**config.mk**
```make
export PLATFORM = sky130hd
export DESIGN_NAME = lcd_mux_drv
export DESIGN_NICKNAME = d
export VERILOG_FILES = /design/src/rtl/lcd_drv_pkg.sv /design/src/rtl/lcd_ctl_reg.sv /design/src/rtl/lcd_scan_fsm.sv /design/src/rtl/lcd_dot_ram.sv /design/src/rtl/lcd_mux_drv.sv
export SDC_FILE = /design/constraint.sdc
export NUM_CORES = 1
export LEC_CHECK = 0
export BUFFER_PORTS_ARGS = -buffer_cell sky130_fd_sc_hd__buf_2
export CORE_MARGIN = 4
export CORE_UTILIZATION = 60
export DETAILED_ROUTE_END_ITERATION = 8
export GPL_TIMING_DRIVEN = 0
export PLACE_DENSITY = 0.82
export SLEW_MARGIN = 20
export SYNTH_ARGS = -nofsm -noshare
export SYNTH_HDL_FRONTEND = slang
export SYNTH_SLANG_ARGS = --single-unit
```
**constraint.sdc**
```tcl
create_clock -name clk -period 4.1 [get_ports clk]
set_input_delay 0.41 -clock clk [delete_from_list [all_inputs] [get_ports clk]]
set_output_delay 0.41 -clock clk [all_outputs]
set_load 0.05 [all_outputs]
```
**src/rtl/lcd_drv_pkg.sv**
```systemverilog
package lcd_drv_pkg;
    localparam int NCOM  = 8;
    localparam int COM_W = 3;
    localparam int LVL_W = 3;

    typedef enum logic [2:0] {
        LV0 = 3'd0,
        LV1 = 3'd1,
        LV2 = 3'd2,
        LV3 = 3'd3,
        LV4 = 3'd4
    } lvl_t;

    typedef enum logic {
        ST_IDLE = 1'b0,
        ST_SCAN = 1'b1
    } scan_st_t;

    typedef struct packed {
        logic wtype;
        logic blank;
        logic en;
    } ctl_t;
endpackage

```
**src/rtl/lcd_ctl_reg.sv**
```systemverilog
module lcd_ctl_reg
    import lcd_drv_pkg::*;
(
    input  logic       clk,
    input  logic       rst_n,
    input  logic       we,
    input  logic [7:0] wdata,
    output ctl_t       ctl,
    output logic [7:0] rdata
);
    always_ff @(posedge clk or negedge rst_n) begin
        if (!rst_n)  ctl <= '0;
        else if (we) ctl <= wdata[2:0];
    end

    assign rdata = {5'b0, ctl};

    // a write is visible on the readback in the next cycle
    a_r1_write_readback: assert property (@(posedge clk) disable iff (!rst_n)
        we |=> rdata[2:0] == $past(wdata[2:0]));
endmodule

```
**src/rtl/lcd_scan_fsm.sv**
```systemverilog
module lcd_scan_fsm
    import lcd_drv_pkg::*;
(
    input  logic             clk,
    input  logic             rst_n,
    input  logic             tick,
    input  logic             en,
    output logic             scanning,
    output logic [COM_W-1:0] slot,
    output logic             fpar,
    output logic             load,
    output logic [COM_W-1:0] load_row
);
    scan_st_t state, state_nx;
    logic [COM_W-1:0] slot_nx;
    logic fpar_nx;

    always_comb begin
        state_nx = state;
        slot_nx  = slot;
        fpar_nx  = fpar;
        unique case (state)
            ST_IDLE: begin
                if (en && tick) begin          // START
                    state_nx = ST_SCAN;
                    slot_nx  = '0;
                    fpar_nx  = 1'b0;
                end
            end
            ST_SCAN: begin
                if (!en) begin                 // STOP
                    state_nx = ST_IDLE;
                end else if (tick) begin       // STEP / WRAP
                    slot_nx = slot + COM_W'(1);
                    if (slot == COM_W'(NCOM - 1)) fpar_nx = ~fpar;
                end
            end
            default: state_nx = ST_IDLE;
        endcase
    end

    always_ff @(posedge clk or negedge rst_n) begin
        if (!rst_n) begin
            state <= ST_IDLE;
            slot  <= '0;
            fpar  <= 1'b0;
        end else begin
            state <= state_nx;
            slot  <= slot_nx;
            fpar  <= fpar_nx;
        end
    end

    always_comb begin
        scanning = (state == ST_SCAN);
        load     = en && tick;
        load_row = (state == ST_SCAN) ? slot + COM_W'(1) : '0;
    end

    // each tick in the scan moves the slot on by one
    a_r3_slot_advance: assert property (@(posedge clk) disable iff (!rst_n)
        (state == ST_SCAN && en && tick) |=> slot == $past(slot) + COM_W'(1));
    // frame parity flips on the wrap from the last common
    a_r7_wrap_flip: assert property (@(posedge clk) disable iff (!rst_n)
        (state == ST_SCAN && en && tick && slot == COM_W'(NCOM - 1)) |=> fpar != $past(fpar));
    // scan restarts at common 0 with parity 0
    a_r2_start_slot0: assert property (@(posedge clk) disable iff (!rst_n)
        (state == ST_IDLE && en && tick) |=> (slot == '0 && !fpar));
endmodule

```
**src/rtl/lcd_dot_ram.sv**
```systemverilog
module lcd_dot_ram
    import lcd_drv_pkg::*;
#(
    parameter int NSEG = 40,
    localparam int AW  = $clog2(NSEG)
) (
    input  logic             clk,
    input  logic             rst_n,
    input  logic             we,
    input  logic [AW-1:0]    addr,
    input  logic [7:0]       wdata,
    input  logic             load,
    input  logic [COM_W-1:0] row,
    output logic [NSEG-1:0]  dots
);
    logic [NCOM-1:0] mem [NSEG];

    always_ff @(posedge clk or negedge rst_n) begin
        if (!rst_n) begin
            for (int s = 0; s < NSEG; s++) mem[s] <= '0;
        end else if (we && int'(addr) < NSEG) begin
            mem[addr] <= wdata[NCOM-1:0];
        end
    end

    always_ff @(posedge clk or negedge rst_n) begin
        if (!rst_n) begin
            dots <= '0;
        end else if (load) begin
            for (int s = 0; s < NSEG; s++) dots[s] <= mem[s][row];
        end
    end

    // the snapshot only changes at a slot-starting tick
    a_r9_snapshot_hold: assert property (@(posedge clk) disable iff (!rst_n)
        !load |=> $stable(dots));
endmodule

```
**src/rtl/lcd_mux_drv.sv**
```systemverilog
module lcd_mux_drv
    import lcd_drv_pkg::*;
#(
    parameter int NSEG = 40,
    localparam int AW  = $clog2(NSEG)
) (
    input  logic                  clk,
    input  logic                  rst_n,
    input  logic                  slow_tick,
    input  logic                  ctl_we,
    input  logic [7:0]            ctl_wdata,
    output logic [7:0]            ctl_rdata,
    input  logic                  dot_we,
    input  logic [AW-1:0]         dot_addr,
    input  logic [7:0]            dot_wdata,
    output logic [NCOM*LVL_W-1:0] com_lvl,
    output logic [NSEG*LVL_W-1:0] seg_lvl
);
    ctl_t ctl;
    logic scanning, fpar, load, phase, active;
    logic [COM_W-1:0] slot, load_row;
    logic [NSEG-1:0] dots;

    lcd_ctl_reg u_ctl (
        .clk(clk), .rst_n(rst_n), .we(ctl_we), .wdata(ctl_wdata),
        .ctl(ctl), .rdata(ctl_rdata)
    );

    lcd_scan_fsm u_fsm (
        .clk(clk), .rst_n(rst_n), .tick(slow_tick), .en(ctl.en),
        .scanning(scanning), .slot(slot), .fpar(fpar),
        .load(load), .load_row(load_row)
    );

    lcd_dot_ram #(.NSEG(NSEG)) u_ram (
        .clk(clk), .rst_n(rst_n), .we(dot_we), .addr(dot_addr),
        .wdata(dot_wdata), .load(load), .row(load_row), .dots(dots)
    );

    assign active = scanning && ctl.en;
    // phase 0 = positive, 1 = negative
    assign phase  = ctl.wtype ? fpar : (fpar ^ slot[0]);

    logic [NCOM-1:0] com_is_sel;
    logic [NSEG-1:0] seg_legal;

    for (genvar i = 0; i < NCOM; i++) begin : g_com
        lvl_t l;
        always_comb begin
            if (!active)
                l = LV0;
            else if (slot == COM_W'(i) && !ctl.blank)
                l = phase ? LV0 : LV4;
            else
                l = phase ? LV3 : LV1;
        end
        assign com_lvl[i*LVL_W +: LVL_W] = l;
        assign com_is_sel[i] = (com_lvl[i*LVL_W +: LVL_W] == LV4) ||
                               (com_lvl[i*LVL_W +: LVL_W] == LV0);
    end

    for (genvar s = 0; s < NSEG; s++) begin : g_seg
        lvl_t l;
        always_comb begin
            if (!active)      l = LV0;
            else if (dots[s]) l = phase ? LV4 : LV0;
            else              l = LV2;
        end
        assign seg_lvl[s*LVL_W +: LVL_W] = l;
        assign seg_legal[s] = (seg_lvl[s*LVL_W +: LVL_W] == LV0) ||
                              (seg_lvl[s*LVL_W +: LVL_W] == LV2) ||
                              (seg_lvl[s*LVL_W +: LVL_W] == LV4);
    end

    // exactly one common at a select level per slot when not blanked
    a_r3_one_select: assert property (@(posedge clk) disable iff (!rst_n)
        (active && !ctl.blank) |-> $countones(com_is_sel) == 1);
    // blanking leaves no common at a select level
    a_r8_blank_nonselect: assert property (@(posedge clk) disable iff (!rst_n)
        (active && ctl.blank) |-> com_is_sel == '0);
    // segments only use V0, V2 or V4 while scanning
    a_r5_seg_legal: assert property (@(posedge clk) disable iff (!rst_n)
        active |-> &seg_legal);
    // a cleared enable grounds every pin
    a_r2_off_ground: assert property (@(posedge clk) disable iff (!rst_n)
        !ctl_rdata[0] |-> (com_lvl == '0 && seg_lvl == '0));
endmodule

```
Word-level counts from Yosys, hierarchy flattened
Index checks and enable logic that the tools add are counted.

operators by class
  add/sub/neg operators = 1
  magnitude comparators = 4
  eq/ne operators = 11
  multiplexer cells = 196
  bitwise operators = 4
  reductions and logical operators = 16

operators by type and width
  operator             count
  $bwmux 320           1
  $mux 3               102
  $bmux 1 s3           40
  $demux 8 s6          1
  $mux 1               47
  $eq 3x3->1 const B   4
  $logic_and 1x1->1    12
  $mux 8               1
  $ne 2x2->1 const B   4
  $ge 7x7->1 const B   1
  $lt 7x1->1 const B   1
  $not 6->7            1
  $eq 3x2->1 const B   2
  $lt 6x6->1 const B   1
  $pmux 3 s2           1
  $lt 3x4->1 const B   1
  $pmux 1 s2           2
  $reduce_and 4->1     1
  $add 3x1->3 const B  1
  $eq 3x1->1 const B   1
  $logic_not 3->1      1
  $reduce_and 3->1     1
  $mux 2               1
  $not 1->1            2
  2 further kinds      2

storage, ports and cells
  bits in registers = 368
  output and inout bits = 152
  word-level logic and storage cells = 279

Logic depth before layout (Yosys ltp)
  depth in word-level cells = 6
  depth in mapped cells = 11
  depth with buffers taken out = 6

Modules after synthesis
A second synthesis with hierarchy kept.

unflattened totals
  cells, all modules = 1407
  area total of the unflattened synthesis = 17857.1 µm²

modules (own cells, without submodules)
  module        times used  cells an instance  area an instance (µm²)
  lcd_dot_ram   1           1196               16412.0
  lcd_mux_drv   1           176                1028.5
  lcd_scan_fsm  1           20                 244.0
  lcd_ctl_reg   1           15                 172.7

Least setup slack after synthesis
Ideal clock, no wire load.

  path kind = register -> output
  start = register u_ctl.ctl[2] (netlist name)
  end = output port com_lvl[11]
  arrival time = 2.409 ns
  required time = 3.690 ns
  slack = 1.281 ns
  stages on the path, launching flop included = 5
  path through = dfrtp_1 > nor2b_1 > xnor2_1 > nand3_1 > nor3b_1

between the ends
  cells in the longest elaborated chain, start to end = 4

ends and longest elaborated chain
  element           RTL line           text
  $mux 1            lcd_mux_drv.sv:42  assign phase = ctl.wtype ? fpar : (fpar ^ slot[0]);
  $mux 3            lcd_mux_drv.sv:53  l = phase ? LV0 : LV4;
  $mux 3            lcd_mux_drv.sv:52  else if (slot == COM_W'(i) && !ctl.blank)
  $mux 3            lcd_mux_drv.sv:50  if (!active)
  end: declaration  lcd_mux_drv.sv:16  output logic [NCOM*LVL_W-1:0] com_lvl,

No other way between the ends.

Final worst setup path
  start = register u_fsm.slot[0]
  end = register u_ram.dots[25]

between the ends
  cells in the longest elaborated chain, start to end = 4

ends and longest elaborated chain
  element                       RTL line            text
  start: declaration            lcd_scan_fsm.sv:9   output logic [COM_W-1:0] slot,
  start signal: assignment      lcd_scan_fsm.sv:49  slot <= slot_nx;
  $add 3x1->3                   lcd_scan_fsm.sv:57  load_row = (state == ST_SCAN) ? slot + COM_W'(1) : '0;
  $mux 3                        lcd_scan_fsm.sv:57
  $bmux 1 s3                    lcd_dot_ram.sv:30   for (int s = 0; s < NSEG; s++) dots[s] <= mem[s][row];
  $mux 1 (implied by the code)  lcd_dot_ram.sv:30
  end signal: assignment        lcd_dot_ram.sv:28   dots <= '0;
  end: declaration              lcd_dot_ram.sv:14   output logic [NSEG-1:0] dots

No other way between the ends. The select of a mux whose other input is x is not followed.
A chain may end at the register's enable or synchronous reset.

==> results.py <==
metrics = {
    "synth": {
        "ys_ff_latch": 368,
        "synth_top_area_share_pct": 52.7,
        "synth_area_leaders": "dfrtp_1 (53%), mux2_2 (20%), nand2_1 (3.2%)",
        "ys_async_sr_fraction_pct": 100,
        "ys_warn_count": 0,
        "ys_top_cells_by_count": "dfrtp_1 (368), mux2_2 (312), nand2_1 (151), clkbuf_1 (83), nor2_1 (61)",
        "synth.avg_cell_area_sq_um": 12.0,
        "synth_edf_count": 0,
        "synthMostInstantiatedCell": "dfrtp_1",
        "syn_area_sq_mm": 0.0175,
        "syn_inst": 1456,
        "synth_seq_area_share_pct": 52.7,
        "yosysUniqueCellTypes": 38,
        "synth-main-ff-cell": "dfrtp_1",
        "synth_top_area_cell": "dfrtp_1",
    },
    "floorplan": {
        "fp.dieH_um": 179,
        "core_area_sq_mm": 0.0287,
        "io_pins": 179,
        "die_area_sq_mm": 0.0319,
        "initial_core_util_pct": 60.9,
        "rows": 62,
        "die_width_um": 179,
    },
    "route": {
        "dr.first_iter.drc_count": 1420,
        "firstDrtPassIters": 6,
        "drtAntennaViolNets": 0,
        "vias": 13100,
        "wl_mm": 51.3,
        "wl_per_cell_um": 24.7,
        "vias_per_cell": 6.33,
        "drc_errors": 0,
    },
    "outcome": {
        "run_status": "finished, final reports clean",
    },
    "worst_setup_path": {
        "cp-end-kind": "flop",
        "critPathKind": "flop to flop",
        "cp_max_fo": 11,
        "cp_cell_sequence": "buf_2, clkbuf_1, inv_2, buf_2, ha_1, nand2_1, buf_2, clkbuf_1, a221oi_1, a221o_1",
        "arrival_ns": 4.19,
        "worst-path-buf-inv": 6,
        "required_ns": 4.50,
        "slowest_delay_ns": 0.60,
        "start_kind": "flop",
        "cpMaxStageDelayCell": "clkbuf_1",
        "cpMostUsedCell": "buf_2",
        "cp_top_family": "buffers and inverters",
    },
    "clock_tree": {
        "cts_setup_buffers": 0,
        "cts-buffers-inserted": 39,
        "clkLatencyLatePin_ns": 0.53,
        "cts-root-buf": "clkbuf_16",
        "clk_path_buf_depth": 3,
        "cts_resized": 0,
        "cts_tree": "built",
        "h-tree-depth": 2,
        "clk_pin_slew_ns": 0.06,
        "cts.sinks": 368,
    },
    "timing": {
        "final.setup.tns_ns": 0,
        "rsz0062_at_grt": "no",
        "setup_violations": 0,
        "relSlewSlack_pct": 13.9,
        "final-hold-violation-count": 0,
        "period_share_pct": 92.4,
        "skew_ns": 0.0132,
        "drv_slew": 0,
        "worst_pin_slew_ns": 1.29,
        "fin_crit_ns": 3.79,
        "finalWorstSetupSlack_ns": 0.312,
        "fmax_ghz": 0.264,
    },
    "placement": {
        "pre_cts_ws_ns": 0.473,
        "gp_congestion": 0.914,
        "placedInstanceArea_sq_mm": 0.0188,
        "placedCellCount": 2005,
        "port_buffers": 117,
        "dp_hpwl_mm": 32.9,
    },
    "power": {
        "power.density_mw_per_mm2": 531,
        "ir_drop_mv": 0.349,
        "p_leak_nw": 9.82,
    },
    "min_path": {
        "hp-class": "input port to flop",
    },
    "global_route": {
        "grt_util_all_layers_pct": 31.8,
        "grt_antenna_before_repair": 4,
        "grt_start_max_net_pins": 97,
        "grt_pass1_vias": 13000,
        "grt_pass1_wl_mm": 76.2,
        "grt-ovfl-total": 0,
    },
    "run": {
        "cap_viol_max_count": 0,
    },
    "finish": {
        "layout-drive-gt1-share_pct": 34.9,
        "nets": 1696,
        "area_delta_synth_final_pct": 15.2,
        "final_area_sq_mm": 0.0201,
        "layout.cells.non_filler": 2076,
    },
}
## worst register-to-register path, delay by kind of cell (launching register included)
kind | cells | cell delay (ns)
compound gates | 2 | 0.52
fa+ha+maj | 1 | 0.33
buf+inv | 6 | 2.12
flops | 1 | 0.37
simple gates | 1 | 0.34
## per-stage QoR
| step | utilization (%) | hold WS [ns] | power, mW |
|---|---|---|---|
| 3_3_place_gp | 65.1 | 0.461 | 7.01 |
| 6_report | 70.1 | 0.124 | 10.7 |
| 2_1_floorplan | - | 0.114 | 6.30 |
| 4_1_cts | 70.1 | 0.121 | 10.6 |
| 5_1_grt | 70.1 | 0.124 | 11.0 |
| 3_5_place_dp | 65.6 | 0.363 | 7.13 |
## kinds of logic after synthesis
family	after synthesis	share of synthesized area (%)
DFF	368	52.7
AOI/OAI and AO/OA	205	8.77
muxes	364	23.2
and+or+nand+nor	353	10.2
buffers and inverters	158	4.61
xor gates and xnor gates	1	0.0501
adders and majority gates	6	0.430
other	1	0.0215
## state kept, by name (all words and copies together) (netlist names)
name,cells
u_fsm.fpar,1
u_fsm.scanning,1
u_fsm.slot,3
u_ram.mem,320
u_ctl.ctl,3
u_ram.dots,40
## report_power, final
part	switching [mW]	total, mW	internal, mW
clock	1.42	3.53	2.12
sequential	0.389	4.60	4.21
combinational	1.65	2.54	0.891
## final timing paths
path	start	slack, ns	cells past startpoint	to
min in group asynchronous	rst_n	0.40	2	u_ram.mem[176]$_DFFE_PN0P_
max in group asynchronous	rst_n	2.50	4	u_ram.mem[75]$_DFFE_PN0P_
hold reg to reg	u_ram.mem[151]$_DFFE_PN0P_	0.48	1	u_ram.mem[151]$_DFFE_PN0P_
setup reg to reg	u_fsm.slot[0]$_DFFE_PN0P_	0.31	10	u_ram.dots[25]$_DFFE_PN0P_
hold / removal	ctl_wdata[1]	0.12	2	u_ctl.ctl[1]$_DFFE_PN0P_
setup / recovery	u_fsm.slot[0]$_DFFE_PN0P_	0.31	10	u_ram.dots[25]$_DFFE_PN0P_
## timing repair
action	CTS	global route
setup endpoints to repair	0	0
hold endpoints to repair	53	0
hold buffers	1	0
## routing by layer
| metal | part of all wire, % | routed length (um) | track usage [%] | vias to the layer above |
|---|---|---|---|---|
| met5 | 0.043 | 22 | 0 | - |
| met4 | 5.0 | 2570 | 13.6 | 4 |
| met3 | 10 | 5370 | 7.16 | 206 |
| met2 | 46 | 23400 | 50.2 | 840 |
| met1 | 39 | 20000 | 42.8 | 6564 |
| li1 | - | - | - | 5520 |
## area by class of cell
cell class,count,area (sq um)
sequential,368,9210
fill,2027,8590
multi-input combinational,974,7620
clock buffer,60,1190
buffer,154,790
timing repair buffer,122,716
tap,384,480
clock inverter,8,93.8
inverter,4,15.0
antenna,2,5.00
## cell usage in the layout (no fill, tap or decap), types with 9 or more instances in the layout
master     netlist  final
a211oi_1        40     40
a21oi_1         41     41
a221o_1         40     40
a221oi_1        40     40
a31oi_1         40     40
and2_1          40     40
buf_2           19    135
buf_4           50     50
clkbuf_1        83     93
clkbuf_16        0     41
clkbuf_8         0      9
conb_1           1     45
dfrtp_1        368    368
mux2_1          12     12
mux2_2         312    312
mux2i_1         40     40
nand2_1        151    151
nor2_1          61     61
nor2_2          12     12
nor2b_1         46     46
(Power assumes the default switching activity.)
